### config.mk
export PLATFORM = sky130hd
export DESIGN_NAME = paged_mmu
export DESIGN_NICKNAME = d
export VERILOG_FILES = /design/src/rtl/pmmu_pkg.sv /design/src/rtl/pmmu_regbus.sv /design/src/rtl/pmmu_page_table.sv /design/src/rtl/pmmu_mode_ctrl.sv /design/src/rtl/pmmu_xlate.sv /design/src/rtl/paged_mmu.sv
export SDC_FILE = /design/constraint.sdc
export NUM_CORES = 1
export LEC_CHECK = 0
export BUFFER_PORTS_ARGS = -buffer_cell sky130_fd_sc_hd__buf_2
export CAP_MARGIN = 20
export CORE_UTILIZATION = 51
export CTS_BUF_LIST = sky130_fd_sc_hd__clkbuf_4 sky130_fd_sc_hd__clkbuf_8
export CTS_CLUSTER_DIAMETER = 150
export DETAILED_ROUTE_END_ITERATION = 8
export GPL_TIMING_DRIVEN = 0
export HOLD_SLACK_MARGIN = 0.03
export MAX_ROUTING_LAYER = met4
export PLACE_DENSITY = 0.71
export SKIP_CTS_REPAIR_TIMING = 1
export SLEW_MARGIN = 20
export SYNTH_ARGS = -nofsm -noshare
export SYNTH_HDL_FRONTEND = slang
export SYNTH_SLANG_ARGS = --single-unit
export TNS_END_PERCENT = 100
### constraint.sdc
create_clock -name clk -period 3.4 [get_ports clk]
set_input_delay 0.17 -clock clk [delete_from_list [all_inputs] [get_ports clk]]
set_output_delay 0.17 -clock clk [all_outputs]
set_load 0.01 [all_outputs]
### src/rtl/pmmu_pkg.sv
package pmmu_pkg;
  localparam int LA_W      = 16;
  localparam int PAGE_BITS = 4;
  localparam int PPN_W     = 8;
  localparam int OFF_W     = LA_W - PAGE_BITS;
  localparam int PAGES     = 1 << PAGE_BITS;
  localparam int PA_W      = PPN_W + OFF_W;
  localparam int SLOT_W    = 8;
  localparam logic [SLOT_W-1:0] SLOT_HI  = 8'hE0;
  localparam logic [7:0]        CTRL_OFF = 8'(2 * PAGES);
  localparam logic [7:0]        TRIG_OFF = 8'(2 * PAGES + 1);
  localparam int ATTR_WP_BIT = 3;
  localparam int ATTR_NX_BIT = 2;

  typedef struct packed {
    logic             wp;
    logic             nx;
    logic [PPN_W-1:0] ppn;
  } map_entry_t;
endpackage

### src/rtl/pmmu_regbus.sv
module pmmu_regbus
  import pmmu_pkg::*;
(
  input  logic [LA_W-1:0]      la,
  input  logic                 we,
  input  logic                 user_map,
  output logic                 map_wr,
  output logic                 map_wr_hi,
  output logic [PAGE_BITS-1:0] map_idx,
  output logic                 ctrl_wr,
  output logic                 trig_wr
);
  logic       slot_hit;
  logic       kern_wr;
  logic [7:0] off8;

  assign off8     = la[7:0];
  assign slot_hit = (la[LA_W-1:LA_W-SLOT_W] == SLOT_HI);
  assign kern_wr  = we & ~user_map & slot_hit;

  assign map_wr    = kern_wr & (off8 < CTRL_OFF);
  assign map_wr_hi = off8[0];
  assign map_idx   = off8[PAGE_BITS:1];
  assign ctrl_wr   = kern_wr & (off8 == CTRL_OFF);
  assign trig_wr   = kern_wr & (off8 == TRIG_OFF);
endmodule

### src/rtl/pmmu_page_table.sv
module pmmu_page_table
  import pmmu_pkg::*;
(
  input  logic                 clk,
  input  logic                 rst_n,
  input  logic                 wr,
  input  logic                 wr_hi,
  input  logic [PAGE_BITS-1:0] wr_idx,
  input  logic [7:0]           wdata,
  input  logic [PAGE_BITS-1:0] rd_idx,
  output map_entry_t           rd_entry
);
  map_entry_t ent_all [PAGES];

  for (genvar p = 0; p < PAGES; p++) begin : g_page
    map_entry_t ent_q;
    logic       sel;
    assign sel = wr & (wr_idx == PAGE_BITS'(p));
    always_ff @(posedge clk) begin
      if (!rst_n) begin
        ent_q <= '0;
      end else if (sel) begin
        if (wr_hi) begin
          ent_q.wp <= wdata[ATTR_WP_BIT];
          ent_q.nx <= wdata[ATTR_NX_BIT];
        end else begin
          ent_q.ppn <= wdata[PPN_W-1:0];
        end
      end
    end
    assign ent_all[p] = ent_q;
  end

  assign rd_entry = ent_all[rd_idx];
endmodule

### src/rtl/pmmu_mode_ctrl.sv
module pmmu_mode_ctrl #(
  parameter int ENABLE_DELAY = 2
) (
  input  logic clk,
  input  logic rst_n,
  input  logic vec_pull,
  input  logic ctrl_wr,
  input  logic ctrl_bit,
  input  logic trig_wr,
  output logic user_map
);
  localparam int CNT_W = $clog2(ENABLE_DELAY + 1);
  localparam logic [CNT_W-1:0] CNT_LOAD = CNT_W'(ENABLE_DELAY);
  localparam logic [CNT_W-1:0] CNT_LAST = CNT_W'(1);

  logic             en_q;
  logic [CNT_W-1:0] cnt_q;

  always_ff @(posedge clk) begin
    if (!rst_n) begin
      en_q  <= 1'b0;
      cnt_q <= '0;
    end else if (vec_pull) begin
      en_q  <= 1'b0;
      cnt_q <= '0;
    end else if (ctrl_wr) begin
      en_q  <= ctrl_bit;
      cnt_q <= '0;
    end else if (trig_wr) begin
      cnt_q <= CNT_LOAD;
    end else if (cnt_q != '0) begin
      cnt_q <= cnt_q - CNT_LAST;
      if (cnt_q == CNT_LAST) en_q <= 1'b1;
    end
  end

  assign user_map = en_q & ~vec_pull;
endmodule

### src/rtl/pmmu_xlate.sv
module pmmu_xlate
  import pmmu_pkg::*;
(
  input  logic [LA_W-1:0]      la,
  input  logic                 we,
  input  logic                 sync,
  input  logic                 user_map,
  input  map_entry_t           entry,
  output logic [PAGE_BITS-1:0] page,
  output logic [PA_W-1:0]      pa,
  output logic                 mem_we,
  output logic                 nx_hit
);
  logic [OFF_W-1:0] off;

  assign page = la[LA_W-1:OFF_W];
  assign off  = la[OFF_W-1:0];

  always_comb begin
    if (user_map) pa = {entry.ppn, off};
    else          pa = {{(PPN_W-PAGE_BITS){1'b0}}, page, off};
  end

  assign mem_we = we & ~(user_map & entry.wp);
  assign nx_hit = sync & user_map & entry.nx;
endmodule

### src/rtl/paged_mmu.sv
module paged_mmu
  import pmmu_pkg::*;
#(
  parameter int ENABLE_DELAY = 2
) (
  input  logic        clk,
  input  logic        rst_n,
  input  logic [15:0] cpu_addr,
  input  logic        cpu_we,
  input  logic [7:0]  cpu_wdata,
  input  logic        cpu_sync,
  input  logic        vec_pull,
  output logic [19:0] phys_addr,
  output logic        mem_we,
  output logic        nx_hit,
  output logic        map_active
);
  logic                 user_map;
  logic                 map_wr, map_wr_hi, ctrl_wr, trig_wr;
  logic [PAGE_BITS-1:0] map_idx, page;
  map_entry_t           entry;

  pmmu_regbus u_bus (
    .la(cpu_addr), .we(cpu_we), .user_map(user_map),
    .map_wr(map_wr), .map_wr_hi(map_wr_hi), .map_idx(map_idx),
    .ctrl_wr(ctrl_wr), .trig_wr(trig_wr)
  );

  pmmu_page_table u_tbl (
    .clk(clk), .rst_n(rst_n), .wr(map_wr), .wr_hi(map_wr_hi),
    .wr_idx(map_idx), .wdata(cpu_wdata), .rd_idx(page), .rd_entry(entry)
  );

  pmmu_mode_ctrl #(.ENABLE_DELAY(ENABLE_DELAY)) u_mode (
    .clk(clk), .rst_n(rst_n), .vec_pull(vec_pull), .ctrl_wr(ctrl_wr),
    .ctrl_bit(cpu_wdata[0]), .trig_wr(trig_wr), .user_map(user_map)
  );

  pmmu_xlate u_xl (
    .la(cpu_addr), .we(cpu_we), .sync(cpu_sync), .user_map(user_map),
    .entry(entry), .page(page), .pa(phys_addr), .mem_we(mem_we),
    .nx_hit(nx_hit)
  );

  assign map_active = user_map;
endmodule

Word level (Yosys, flattened, before mapping)
Index checks and enable logic that the tools add are counted.

word-level totals
  register bits = 163
  memories kept = 0
  bits in latches = 0
  word-level logic and storage cells = 157
  memory bits (writable) = 0
  bits of input ports = 29
  bits in read-only memories = 0

operators by class
  multiplexer cells = 10
  order comparisons = 2
  multiply operators = 0
  div/mod/pow operators = 0
  reduce and logical (&&, ||, !) cells = 41
  equal/unequal tests = 20
  bitwise operators = 32
  add/subtract/negate cells = 1
  shifts and indexed selects = 0

operators by type and width
  operator                                                                count
  2-bit AND reduction                                                     32
  10-bit binary-select mux with 4-bit select                              1
  4-bit equality test (second input constant)                             8
  1-bit bitwise AND                                                       26
  10-bit 2-to-1 mux                                                       2
  20-bit 2-to-1 mux                                                       1
  4-bit by 3-bit equality test with 1-bit output (second input constant)  4
  8-bit by 6-bit equality test with 1-bit output (second input constant)  2
  4-bit by 2-bit equality test with 1-bit output (second input constant)  2
  8-bit equality test (second input constant)                             1
  8-bit by 6-bit < comparator with 1-bit output (second input constant)   1
  2-bit nonzero test                                                      4
  5-bit >= comparator (second input constant)                             1
  1-bit NOT                                                               5
  4-bit NOT with 5-bit output                                             1
  4-bit by 1-bit equality test with 1-bit output (second input constant)  1
  4-bit zero test                                                         1
  1-bit 2-to-1 mux                                                        4
  2-bit 2-to-1 mux                                                        2
  4-bit OR reduction                                                      1
  3-bit AND reduction                                                     1
  3-bit OR reduction                                                      1
  2-bit by 1-bit equality test with 1-bit output (second input constant)  1
  2-bit != test (second input constant)                                   1
  2 further kinds                                                         2

Logic depth before layout (Yosys ltp)
  depth in word-level cells = 8
  mapped depth = 7

By module
From an unflattened synthesis, not the netlist that was laid out.

second synthesis, totals
  cell total of the unflattened synthesis = 914
  area, all modules = 8454.4 µm²

by module, submodules not included
  module           instances  cells each  seq. area each (µm²)  area each (µm²)
  pmmu_page_table  1          860         3203.1                7971.4
  pmmu_xlate       1          27          0.0                   236.5
  pmmu_mode_ctrl   1          12          60.1                  131.4
  pmmu_regbus      1          15          0.0                   115.1

Worst setup path before layout
No wires, ideal clock.

  path kind = input-to-output
  from = in cpu_addr[12]
  to = out phys_addr[17]
  arrival time = 1708 ps
  stages = 6
  path buffers = 3
  path slack = 1522 ps
  path through = clkbuf_1 -> buf_4 -> buf_2 -> mux4_2 -> mux2i_1 -> o22ai_1

on the way
  longest elaborated chain between the ends = 5

ends and longest elaborated chain
  item                                                   RTL line               text
  start, declared                                        paged_mmu.sv:8         input logic [15:0] cpu_addr,
  4-bit NOT with 5-bit output (not written as such)      pmmu_page_table.sv:34  assign rd_entry = ent_all[rd_idx];
  10-bit binary-select mux with 4-bit select             pmmu_page_table.sv:34
  10-bit 2-to-1 mux (not written as such) (2 in series)  pmmu_page_table.sv:34
  20-bit 2-to-1 mux                                      pmmu_xlate.sv:20       if (user_map) pa = {entry.ppn, off};
  end, declared                                          paged_mmu.sv:13        output logic [19:0] phys_addr,

No other way between the ends. The select of a mux whose other input is x is not followed.

Worst setup path after layout
  from = in cpu_addr[13]
  to = out phys_addr[19]

Same word-level chain as after synthesis.

==> results by stage <==
Synth:
- The number of warnings issued by yosys is 0.
- The number of distinct standard cells referenced by the synthesized netlist is 44.
- Summing every instance area after synthesis gives 0.00773 mm^2.
- The number of nets in the synthesized netlist is between 700 and 800.
- Yosys attributes the largest share of cell area to sky130_fd_sc_hd__dfxtp_1 42%, sky130_fd_sc_hd__mux2i_1 22%, sky130_fd_sc_hd__mux4_2 12%, sky130_fd_sc_hd__nand2_1 8.8%, sky130_fd_sc_hd__nor3_4 1.9%.
- The share of Yosys cell area claimed by the top area cell type is 42.2%.
- The most used flip-flop cell after synthesis is sky130_fd_sc_hd__dfxtp_1.
- The number of synthesized flops with an enable pin is 0.
- The largest area contributor in the netlist is sky130_fd_sc_hd__dfxtp_1.
- The synthesized instance count is a little over 700.
- The share of async-settable or async-resettable flops after synthesis is 0%.
- Of the synthesized area, sequential elements account for 42.2%.
- The post-synthesis average cell area is 10.7 um^2.
- Counting flops and latches in the post-synthesis netlist gives 163.

Worst setup path:
- For the worst setup path, the data arrival time is about 2.6 ns.
- The critical path class is input pin to primary output.
- The endpoint required time on the critical path is ~3.2 ns.
- Of all nets on the critical path, the largest fanout is 10.
- In this run the critical register-to-register path is launched from u_mode.en_q.
- For the worst flop-to-flop path, the logic depth is 5.
- For flop-to-flop paths, the worst setup slack is between 1 and 1.5 ns.
- The worst setup path is launched from an input pin.
- The critical path starts at cpu_addr[13].
- The type of element capturing the critical path is a primary output.
- The destination of the worst register-to-register timing path is u_tbl.ent_all[96].
- The capture point of the worst path is phys_addr[19].

Detailed routing:
- Summing over every cut layer, the via total after detailed routing is around 6,000.
- The number of design rule violations left after detail routing is 0.
- In this run, the number of DRC markers left after iteration 0 of detailed routing was 778.
- The remaining antenna violation count is 0.
- The routed wire length is ~22,000 um.
- The detailed-routing iteration count for the pre-antenna-repair pass is 7.
- Using the TritonRoute via totals, the vias-per-cell ratio works out to around 6.
- The wire length per cell is 21.9 um.

Floorplanning:
- The horizontal extent of the die is 125 um.
- The area of the core is ~0.015 mm^2.
- between 50 and 60 I/O pins were placed.
- The die is 125 um tall.
- Once the floorplan was initialized, standard cells occupied between 50 and 60% of the core.
- The row count is 44.
- The die covers 0.0157 mm^2.

Hold path:
- Counting instances, the worst hold path has a depth of 3.
- The worst min-delay path startpoint is vec_pull.
- The class of the most critical hold timing path is input pin to register.

Layout:
- The layout net count is approximately 800.
- The diode insertion count for antenna repair is 0.
- The area growth from synthesis to final layout is 12.2%.
- Fill cells in the final layout number roughly 1,200.
- In the final layout, the share of cells above drive strength 1 is between 20% and 30%.
- Once layout is complete, the utilization of the core stands at slightly below 60%.

Run status:
- The run finished with clean final reports.

STA:
- The total negative setup slack is 0 ns.
- Based on the critical path, the design can be clocked at up to approximately 0.36 GHz.
- The time the final worst path needs with I/O delays and setup is about 2.8 ns.
- The final-report setup violation count is 0.
- The transition time at the pin with the least slew margin is ~1 ns.
- The worst relative slew slack is between 30% and 40%.
- The share of the clock period used by the worst path is a little over 80%.
- The count of final hold-check violations was 0.
- The largest clock skew in the final design is 0.0112 ns.
- The max-slew violation total from the final report is 0.
- Setup repair after global routing left no endpoint under its margin.

Clock network:
- The clock root buffer master is sky130_fd_sc_hd__clkbuf_8.
- The count of H-tree levels built during CTS is 4.
- Clock-pin slew was measured on the worst setup and hold paths at ~0.090 ns.
- CTS saw ~160 sinks.
- The number of buffers on the longest clock path is 2.
- For the worst-skew pair, the clock arrives at the later sink with an insertion delay of about 0.48 ns.
- TritonCTS built the clock tree.
- Buffers inserted during clock tree synthesis total 17.

Place:
- The placed wire-length estimate is roughly 15,000 um.
- At the end of routability-driven placement, the weighted congestion stood at ~0.9.
- Input and output buffers added on the ports amount to 48.

Power:
- The power density over the cells is ~440 mW/mm^2.
- In this run the static leakage power is between 3 and 4 nW.
- VDD sags by at most 0.302 mV.

Global route:
- The total global routing overflow is 0.
- The number of global-route vias before repair is 5,889.
- The initial antenna violation count is 0.
- Entering global routing, the biggest net connects 17 pins.
- The first global-routing pass estimated 33,700 um of wire.
- The total routing resource utilization after global routing is between 20 and 30%.

Run:
- The max capacitance violation total is 0.
synthesized netlist by cell type (all sizes together), types with 4 or more instances:
cell / number
a21oi: 6
dfxtp: 163
o22ai: 5
nand3: 4
mux2i: 172
nor3: 11
nand2b: 6
nor2: 5
nor4: 7
nand2: 182
mux4: 40
or4: 14
clkbuf: 38
buf: 33
registers in the layout (all words and copies together), names as in the netlist:
register and flops:
u_mode.cnt_q 2, u_tbl.ent_all 160, u_mode.en_q 1
power breakdown:
part           total (mW)  leakage, nW  internal (mW)  switching, mW
clock network        1.68        0.236          0.905          0.775
registers            1.91         1.31           1.91     0.00000794
logic               0.258         1.98         0.0774          0.181
total                3.84         3.53           2.89          0.955
logic make-up (layout without fill, tap and decap cells):
kind of cell	Yosys count	count (layout)	synth area share, %
and+or+nand+nor	252	252	16.8
muxes	215	215	34.3
AOI/OAI and AO/OA	22	22	1.89
DFF	163	163	42.2
buffers and inverters	74	154	4.79
through the flow:
step / instance area, um^2 / hold WS (ns) / power (mW) / worst slack [ns] / cells
floorplan: 7730 / 0.379 / 2.10 / 1.52 / 726
global placement: 8210 / 0.432 / 2.20 / 0.656 / 958
detailed placement: 8210 / 0.445 / 2.20 / 0.673 / 958
CTS: 8680 / 0.0140 / 3.84 / 0.665 / 990
global route: 8680 / 0.0401 / 3.94 / 0.543 / 990
finish: 8680 / 0.0237 / 3.84 / 0.607 / 990
layout make-up:
type	count	area, um^2	area share [%]
buffer	71	359	4.14
clock buffer	18	248	2.86
clock inverter	14	223	2.57
inverter	3	11.3	0.130
multi-input combinational	489	4100	47.3
sequential	163	3260	37.6
tap	184	230	2.65
timing repair buffer	48	240	2.77
worst min path at each step:
stage	endpoint	slack [ns]
2_1_floorplan	u_mode.cnt_q[1]	0.38
3_3_place_gp	u_mode.cnt_q[0]	0.43
3_5_place_dp	u_tbl.ent_all[116]	0.44
4_1_cts	u_mode.cnt_q[1]	0.01
5_1_grt	u_mode.cnt_q[1]	0.04
6_report	u_mode.cnt_q[1]	0.02
metal layers:
metal / up-vias / global-route usage, % / wire length [um]
met5: - / - / 0
met4: 0 / 11.9 / 675
met3: 50 / 5.09 / 1940
met2: 284 / 45.7 / 9940
met1: 3001 / 39.5 / 9150
li1: 2699 / - / -
cells in the final DEF, fill, tap and decap left out, drive strengths merged:
cell	netlist	routed
clkinv	1	5
or4b	1	1
o211a	1	1
or2	1	1
a211oi	1	1
and3	3	3
a21oi	6	6
buf	33	81
nor2	5	5
clkinvlp	0	1
nor3b	3	3
nor4	7	7
dfxtp	163	163
a31oi	2	2
o211ai	1	1
nor3	11	11
mux2i	172	172
bufinv	0	5
nand2	182	182
a221oi	2	2
mux2	3	3
clkbuf	38	56
o31ai	1	1
o21ai	1	1
and2	1	1
inv	2	6
nor2b	3	3
nand2b	6	6
o221ai	1	1
and4bb	1	1
mux4	40	40
nand3	4	4
or4	14	14
or3	3	3
o22ai	5	5
a41oi	1	1
nand3b	3	3
and4	2	2
nand4	2	2
worst max-delay path: stages:
cell and delay (ns):
sky130_fd_sc_hd__buf_2 0.13, sky130_fd_sc_hd__buf_1 0.77, sky130_fd_sc_hd__clkbuf_1 0.60, sky130_fd_sc_hd__mux4_2 0.41, sky130_fd_sc_hd__mux2i_1 0.19, sky130_fd_sc_hd__o22ai_1 0.16, sky130_fd_sc_hd__buf_2 0.17
(Power assumes the default switching activity.)
